`src/rtl/pmseq_pkg.sv`:
```
package pmseq_pkg;

  localparam logic [1:0] MODE_FULL  = 2'b00;
  localparam logic [1:0] MODE_MED   = 2'b01;
  localparam logic [1:0] MODE_LOW   = 2'b10;
  localparam logic [1:0] MODE_PLANE = 2'b11;

  typedef enum logic [2:0] {
    SIdle,
    SWaitHi,
    SRstWait,
    SWaitLock,
    SWaitLo
  } seqState_t;

  typedef struct packed {
    logic acceptMode;
    logic loadPlane;
    logic setGate;
    logic clrGate;
    logic setLow;
    logic clrLow;
    logic loadProfile;
    logic startRst;
  } seqCtl_t;

endpackage

```
`src/rtl/pmseq_datapath.sv`:
```
module pmseq_datapath
  import pmseq_pkg::*;
#(
  parameter int RST_CYCLES = 4
) (
  input  logic       clk,
  input  logic       rstN,
  input  seqCtl_t    ctl,
  input  logic [1:0] cmdCode,
  input  logic       planeCtrlIn,
  output logic [1:0] tgtMode,
  output logic [1:0] profileSel,
  output logic       lowVoltSel,
  output logic       clkGate,
  output logic       clkGenReset,
  output logic       planeOn
);

  localparam int CW = $clog2(RST_CYCLES + 1);
  localparam logic [CW-1:0] RST_LOAD = CW'(RST_CYCLES);

  logic [CW-1:0] rstCnt;

  always_ff @(posedge clk or negedge rstN) begin
    if (!rstN) begin
      tgtMode    <= MODE_FULL;
      profileSel <= MODE_FULL;
      lowVoltSel <= 1'b0;
      clkGate    <= 1'b0;
      planeOn    <= 1'b0;
      rstCnt     <= '0;
    end else begin
      if (ctl.acceptMode) tgtMode <= cmdCode;
      if (ctl.loadProfile) profileSel <= ctl.acceptMode ? cmdCode : tgtMode;
      if (ctl.setLow)      lowVoltSel <= 1'b1;
      else if (ctl.clrLow) lowVoltSel <= 1'b0;
      if (ctl.setGate)      clkGate <= 1'b1;
      else if (ctl.clrGate) clkGate <= 1'b0;
      if (ctl.loadPlane) planeOn <= planeCtrlIn;
      if (ctl.startRst)        rstCnt <= RST_LOAD;
      else if (rstCnt != '0)   rstCnt <= rstCnt - 1'b1;
    end
  end

  assign clkGenReset = (rstCnt != '0);


  profile_gated_chk: assert property (@(posedge clk) disable iff (!rstN)
    !$stable(profileSel) |-> clkGate);


  volt_gated_chk: assert property (@(posedge clk) disable iff (!rstN)
    !$stable(lowVoltSel) |-> clkGate);


  reset_gated_chk: assert property (@(posedge clk) disable iff (!rstN)
    clkGenReset |-> clkGate);

endmodule

```
`src/rtl/pmseq_control.sv`:
```
module pmseq_control
  import pmseq_pkg::*;
(
  input  logic       clk,
  input  logic       rstN,
  input  logic       cmdStrobe,
  input  logic [1:0] cmdCode,
  input  logic [1:0] tgtMode,
  input  logic       railAbove1V,
  input  logic       rail1V5Ok,
  input  logic       pllLocked,
  input  logic       clkGenReset,
  output seqCtl_t    ctl,
  output logic       busy
);

  seqState_t state, stateNext;
  logic downReg, downNext;

  always_comb begin
    ctl       = '0;
    stateNext = state;
    downNext  = downReg;
    unique case (state)
      SIdle: begin
        if (cmdStrobe) begin
          if (cmdCode == MODE_PLANE) begin
            ctl.loadPlane = 1'b1;
          end else if (cmdCode != tgtMode) begin
            ctl.acceptMode = 1'b1;
            ctl.setGate    = 1'b1;
            if (cmdCode == MODE_FULL) begin
              ctl.clrLow = 1'b1;
              stateNext  = SWaitHi;
            end else begin
              ctl.loadProfile = 1'b1;
              ctl.startRst    = 1'b1;
              downNext        = (tgtMode == MODE_FULL);
              stateNext       = SRstWait;
            end
          end
        end
      end
      SWaitHi: begin
        if (rail1V5Ok) begin
          ctl.loadProfile = 1'b1;
          ctl.startRst    = 1'b1;
          downNext        = 1'b0;
          stateNext       = SRstWait;
        end
      end
      SRstWait: begin
        if (!clkGenReset) stateNext = SWaitLock;
      end
      SWaitLock: begin
        if (pllLocked) begin
          if (downReg) begin
            ctl.setLow = 1'b1;
            stateNext  = SWaitLo;
          end else begin
            ctl.clrGate = 1'b1;
            stateNext   = SIdle;
          end
        end
      end
      SWaitLo: begin
        if (!railAbove1V) begin
          ctl.clrGate = 1'b1;
          stateNext   = SIdle;
        end
      end
      default: stateNext = SIdle;
    endcase
  end

  always_ff @(posedge clk or negedge rstN) begin
    if (!rstN) begin
      state   <= SIdle;
      downReg <= 1'b0;
    end else begin
      state   <= stateNext;
      downReg <= downNext;
    end
  end

  assign busy = (state != SIdle);


  idle_no_reset_chk: assert property (@(posedge clk) disable iff (!rstN)
    !busy |-> !clkGenReset);


  up_waits_rail_chk: assert property (@(posedge clk) disable iff (!rstN)
    (state == SWaitHi && !rail1V5Ok) |=> state == SWaitHi);

endmodule

```
`src/rtl/pwr_mode_seq.sv`:
```
module pwr_mode_seq
  import pmseq_pkg::*;
#(
  parameter int RST_CYCLES = 4
) (
  input  logic       clk,
  input  logic       rstN,
  input  logic [1:0] cmdCode,
  input  logic       cmdStrobe,
  input  logic       planeCtrlIn,
  input  logic       railAbove1V,
  input  logic       rail1V5Ok,
  input  logic       pllLocked,
  output logic       lowVoltSel,
  output logic [1:0] profileSel,
  output logic       clkGate,
  output logic       clkGenReset,
  output logic       planeOn,
  output logic       busy
);

  seqCtl_t    ctl;
  logic [1:0] tgtMode;

  pmseq_control uCtl (
    .clk         (clk),
    .rstN        (rstN),
    .cmdStrobe   (cmdStrobe),
    .cmdCode     (cmdCode),
    .tgtMode     (tgtMode),
    .railAbove1V (railAbove1V),
    .rail1V5Ok   (rail1V5Ok),
    .pllLocked   (pllLocked),
    .clkGenReset (clkGenReset),
    .ctl         (ctl),
    .busy        (busy)
  );

  pmseq_datapath #(.RST_CYCLES(RST_CYCLES)) uDp (
    .clk         (clk),
    .rstN        (rstN),
    .ctl         (ctl),
    .cmdCode     (cmdCode),
    .planeCtrlIn (planeCtrlIn),
    .tgtMode     (tgtMode),
    .profileSel  (profileSel),
    .lowVoltSel  (lowVoltSel),
    .clkGate     (clkGate),
    .clkGenReset (clkGenReset),
    .planeOn     (planeOn)
  );

endmodule

```
`config.mk`:
```
export PLATFORM = sky130hd
export DESIGN_NAME = pwr_mode_seq
export DESIGN_NICKNAME = d
export VERILOG_FILES = /design/src/rtl/pmseq_pkg.sv /design/src/rtl/pmseq_datapath.sv /design/src/rtl/pmseq_control.sv /design/src/rtl/pwr_mode_seq.sv
export SDC_FILE = /design/constraint.sdc
export NUM_CORES = 1
export LEC_CHECK = 0
export ABC_CLOCK_PERIOD_IN_PS = 1550
export BUFFER_PORTS_ARGS = -buffer_cell sky130_fd_sc_hd__buf_2
export CAP_MARGIN = 20
export CORE_MARGIN = 1.5
export CORE_UTILIZATION = 48
export DETAILED_ROUTE_END_ITERATION = 10
export PLACE_DENSITY_LB_ADDON = 0.25
export SLEW_MARGIN = 0
export SYNTH_ARGS = -nofsm -noshare
export SYNTH_HDL_FRONTEND = slang
export SYNTH_SLANG_ARGS = --single-unit
```
`constraint.sdc`:
```
create_clock -name clk -period 1.55 [get_ports clk]
set_input_delay 0.31 -clock clk [delete_from_list [all_inputs] [get_ports clk]]
set_output_delay 0.31 -clock clk [all_outputs]
set_load 0.05 [all_outputs]
```
After elaboration in Yosys (flattened, before gate mapping)
Cells that the tools add are included.
{"block": "totals", "register_bits": 14, "in_bits": 9}
{"block": "classes", "n_addsub": 1, "eq_ne": 14, "n_mux": 42, "reduce_logical": 11}
{"cell": "$mux W3", "n": 15}
{"cell": "$mux W1", "n": 18}
{"cell": "$pmux W3 S5", "n": 1}
{"cell": "$ne A2 B2 Y1 const B", "n": 7}
{"cell": "$mux W2", "n": 5}
{"cell": "$reduce_bool A2 Y1", "n": 4}
{"cell": "$reduce_and A7 Y1", "n": 1}
{"cell": "$eq A3 B2 Y1 const B", "n": 2}
{"cell": "$reduce_and A6 Y1", "n": 1}
{"cell": "$reduce_bool A3 Y1", "n": 2}
{"cell": "$logic_not A2 Y1", "n": 2}
{"cell": "$pmux W1 S2", "n": 2}
{"cell": "$pmux W2 S2", "n": 1}
{"cell": "$eq A3 B1 Y1 const B", "n": 1}
{"cell": "$eq A3 B3 Y1 const B", "n": 1}
{"cell": "$logic_not A3 Y1", "n": 1}
{"cell": "$sub A3 B1 Y3 const B", "n": 1}
{"cell": "$eq A2 B2 Y1 const B", "n": 1}
{"cell": "$ne A2 B1 Y1 const B", "n": 1}
{"cell": "$ne A2 B2 Y1", "n": 1}

Longest topological paths before layout
{"block": "logic_depth", "depth_word": 8, "ltp_mapped": 6, "depth_no_buf": 6}

By module
A second synthesis with hierarchy kept.
{"block": "hier_totals", "hier_cells": 80, "area_unflattened_um2": 788.3}
{"mod": "pmseq_datapath", "n_inst": 1, "cells_each": 31, "area_each_um2": 415.4, "seq_area_each_um2": 250.2}
{"mod": "pmseq_control", "n_inst": 1, "cells_each": 49, "area_each_um2": 372.9, "seq_area_each_um2": 100.1}

Least setup slack after synthesis
No wires, ideal clock.
{"block": "synth_timing", "path_type": "flip-flop to flip-flop", "from": "register uCtl.state[1]", "to": "register uDp.planeOn", "setup_time_ns": 0.125, "arrival_ns": 1.559, "required_ns": 1.425, "path_slack_ns": -0.135, "stages_incl_launch_ff": 4, "path_buffers": 0, "path_cell_list": "dfrtp_1 -> or4b_4 -> or3_1 -> mux2_4"}
{"block": "synth_via", "elab_chain_cells": 2}
{"item": "from (decl)", "line_no": "pmseq_control.sv:17", "text": "seqState_t state, stateNext;"}
{"item": "from (signal assigned)", "line_no": "pmseq_control.sv:78", "text": "state <= SIdle;"}
{"item": "from (signal assigned)", "line_no": "pmseq_control.sv:81", "text": "state <= stateNext;"}
{"item": "$logic_not A3 Y1", "line_no": "pmseq_control.sv:24", "text": "unique case (state)"}
{"item": "$mux W3", "line_no": "pmseq_control.sv:24"}
{"item": "to (signal assigned)", "line_no": "pmseq_datapath.sv:39", "text": "if (ctl.loadPlane) planeOn <= planeCtrlIn;"}
{"item": "to (decl)", "line_no": "pmseq_datapath.sv:16", "text": "output logic planeOn"}
Every way passes these cells.
A chain may end at the register's enable or synchronous reset.

Worst setup path after layout
Ends and elaborated chain as after synthesis.

==> results.md <==
* Synth Cell Area at 848 µm²
* Register area at 352 µm²
* Type of the tightest min-delay check: primary input to flop
* Cells after DPL at 135
* Post-DP HPWL at 1.46 mm
* Wirelength per Cell at 14.4 µm
* Die area at 2030 µm²
* Failing checks: setup timing
* PortBufs at 15
* Crit Path Max Fanout at 2
* Total grt overflow at 0
* Crit path cell chain: or4b_4, or3_4, mux2_4
* Data required, critical path at approximately 1.7 ns
* Vias at 792
* Min Hold Slack at between 0.2 and 0.3 ns
* Post-synthesis compound-gate area fraction at 17.3%
* Clock latency on the worst-skew pair at 0.28 ns
* Final min period at 1.67 ns
* Synth Warn # at 0
* I/O pins at 16
* # clock sinks at 14
* Fin cells at roughly 140
* Die Wd at 45.0 µm
* Max-cap check violation count at 0
* Worst Setup Start Kind: flop
* Outcome: finished, violations left
* Power Dens Cells at ~2000 nW/µm²
* First-pass detailed-route iteration total at 4
* Antenna-violating nets left at 0
* Fmax achieved at 599 MHz
* Layout cells sized above 1 at 42.5%
* Place WS at -0.108 ns
* Main combinational cell family by area after synthesis: simple AND/OR/NAND/NOR gates
* Initial Util at 50.2%
* Worst setup path class: flop to flop
* Endpoints failing setup at 3
* Synth Register Bits at 14
* CP peak stage delay at 0.52 ns
* Fillers at approximately 130
* CTS tree: built
* Synth Area in Adders at 2.95%
* TritonCTS Buffers at 3
* GP Congestion at 0.841
* Post-Synthesis Cells at 93
* Fin. max-slew vios at 0
* Post-synth top flop: dfrtp_1
* Synth Area in Simple Gates at 25.2%
* Antenna violations before repair at 0
* Post-synthesis mux area share at 6.64%
* Post-synth top area cell: dfrtp_1
* Critical R2R Launch: uCtl.state[1]
* Crit path from: uCtl.state[1]
* DR iter-0 viols at 15
* Synth Area in XOR/XNOR at 1.03%
* Multi-input gate area at 509 µm²
* Synth cell types at 32
* Crit path arrival time at about 1.8 ns
* Syn avg cell area at 9.12 µm²
* DRC violation count after routing at 0
* EDFF count, synth at 0
* Largest cells by area after synthesis: dfrtp_1 41%, inv_1 4.0%, nor2b_1 3.7%
* Depth of the CTS H-tree at 1
* Setup slack after layout at -0.121 ns
* Row count at 15
* CTS clk-pin slew, worst paths at 0.09 ns
* Core area at 1690 µm²
* Post-DP Area at 1040 µm²
* Asr flop ratio synth at 100%
* Vias in the first global route at 731
* Max clock buf depth at 2
* Diode count at 0
* Drt via density at approximately 5.5
* Overall Power at 2430 µW
* Global-route wire length before repair at ~3.3 mm
* CP endpoint kind: flop
* Seq/Total Area, Yosys at 41.3%
* Nets at 139
* Pin count of the biggest net entering global routing at 15
* Worst hold start: planeCtrlIn
* Routed WL at 2.07 mm
* Worst-margin pin slew at 0.365 ns
* Hold Vio Cnt, Final at 0
* Yosys top cell area share at 41.3%
* Final period util at 108%
* Clock skew at 0.00688 ns
* Maximum VDD drop at roughly 1100 µV
* Final Instance Area at roughly 1200 µm²
* Global Route Usage Sum at 23.0%
* Leakage at around 0.00058 µW
* Clock root buffer: clkbuf_4
* RSZ-0062 raised after global routing: true
* Die Y at 45.0 µm
* Slew headroom at 75.3%
* Slowest cell on the critical path: or4b_4
* Layout area overhead at 40.7%
* Syn_nets at 104
==> cell usage in the layout (no fill, tap or decap), types with 3 or more instances in the layout <==
cell type  count
nand2_1        7
inv_2          3
nor3_1         3
mux2i_1        3
buf_2         13
buf_4         15
nand3_1        4
nor2b_1        4
inv_1          6
a21oi_1        5
clkbuf_4       3
nor2_1         6
nand2b_1       3
buf_6          3
dfrtp_1       13
==> cells in the mapped netlist (2+ instances only) <==
cell	instances
inv_1	9
mux2i_1	3
o41ai_1	2
nand3_1	4
dfrtp_1	14
o22ai_1	2
o211a_1	2
or3b_2	2
ha_1	2
o21ai_0	4
nor3_1	4
nor2_1	6
nand2_1	7
or3_1	3
o22a_2	2
nand2b_1	3
nor2b_1	5
a21oi_1	5
==> per-layer routing <==
metal / vias up / part of all wire [%] / wire (µm) / GRT usage [%]
met5: - / 0 / 0 / 0
met4: 0 / 0.68 / 14 / 7.06
met3: 2 / 3.4 / 71 / 6.00
met2: 18 / 49 / 1020 / 36.6
met1: 367 / 47 / 964 / 30.4
li1: 405 / - / - / -
==> sequential cells by signal (all words and copies together) (netlist names) <==
| signal | cells |
|---|---|
| uDp.lowVoltSel | 1 |
| uDp.tgtMode | 2 |
| uDp.profileSel | 2 |
| uDp.planeOn | 1 |
| uDp.clkGate | 1 |
| uCtl.downReg | 1 |
| uDp.rstCnt | 3 |
| uCtl.state | 3 |
==> timing repair <==
item | 4_1_cts | 5_1_grt
gates cloned | 0 | 0
buffers inserted | 3 | 1
setup endpoints to repair | 7 | 8
gates resized for setup | 13 | 8
pin swaps | 1 | 2
hold endpoints to repair | 14 | 0
hold buffers | 1 | 0
==> cell type report <==
type | instances | share of cell area [%]
multi-input cells | 67 | 42.7
flip-flops and latches | 14 | 29.5
clock buffers | 4 | 3.04
inverters | 9 | 2.83
repair buffers | 33 | 20.2
well taps | 17 | 1.78
==> through the flow <==
| stage | TNS [ns] | util, % |
|---|---|---|
| floorplan | -0.135 | - |
| global placement | -0.105 | 61.6 |
| detailed placement | -0.189 | 61.6 |
| CTS | -0.350 | 68.4 |
| global route | -0.506 | 70.7 |
| finish | -0.230 | 70.7 |
==> cells by family after synthesis <==
kind of cell,count (synthesis)
and+or+nand+nor,38
AOI/OAI and AO/OA,21
DFF,14
buffers and inverters,12
muxes,5
adders and majority gates,2
xor gates and xnor gates,1
==> report_power, final <==
group / internal [µW] / total, µW / switching [µW] / leakage, µW
sequential: 539 / 684 / 145 / 0.000170
combinational: 661 / 1490 / 825 / 0.000389
clock: 143 / 260 / 117 / 0.0000210
==> worst paths after layout <==
| kind | endpoint | slack [ns] | depth (start not counted) |
|---|---|---|---|
| max | uDp.planeOn | -0.12 | 3 |
| min | uDp.planeOn | 0.26 | 2 |
| max reg2reg | uDp.planeOn | -0.12 | 3 |
| min reg2reg | uDp.planeOn | 0.51 | 1 |
| max in group asynchronous | uDp.tgtMode[0] | 0.83 | 2 |
| min in group asynchronous | uDp.rstCnt[2] | 0.45 | 2 |
==> critical path: cells and delay by family (launching register included) <==
family	cells	cell delay, ns
AND/OR/NAND/NOR	2	0.86
flip-flops	1	0.40
multiplexers	1	0.30
Note: power is estimated with default switching activity, not from simulation.
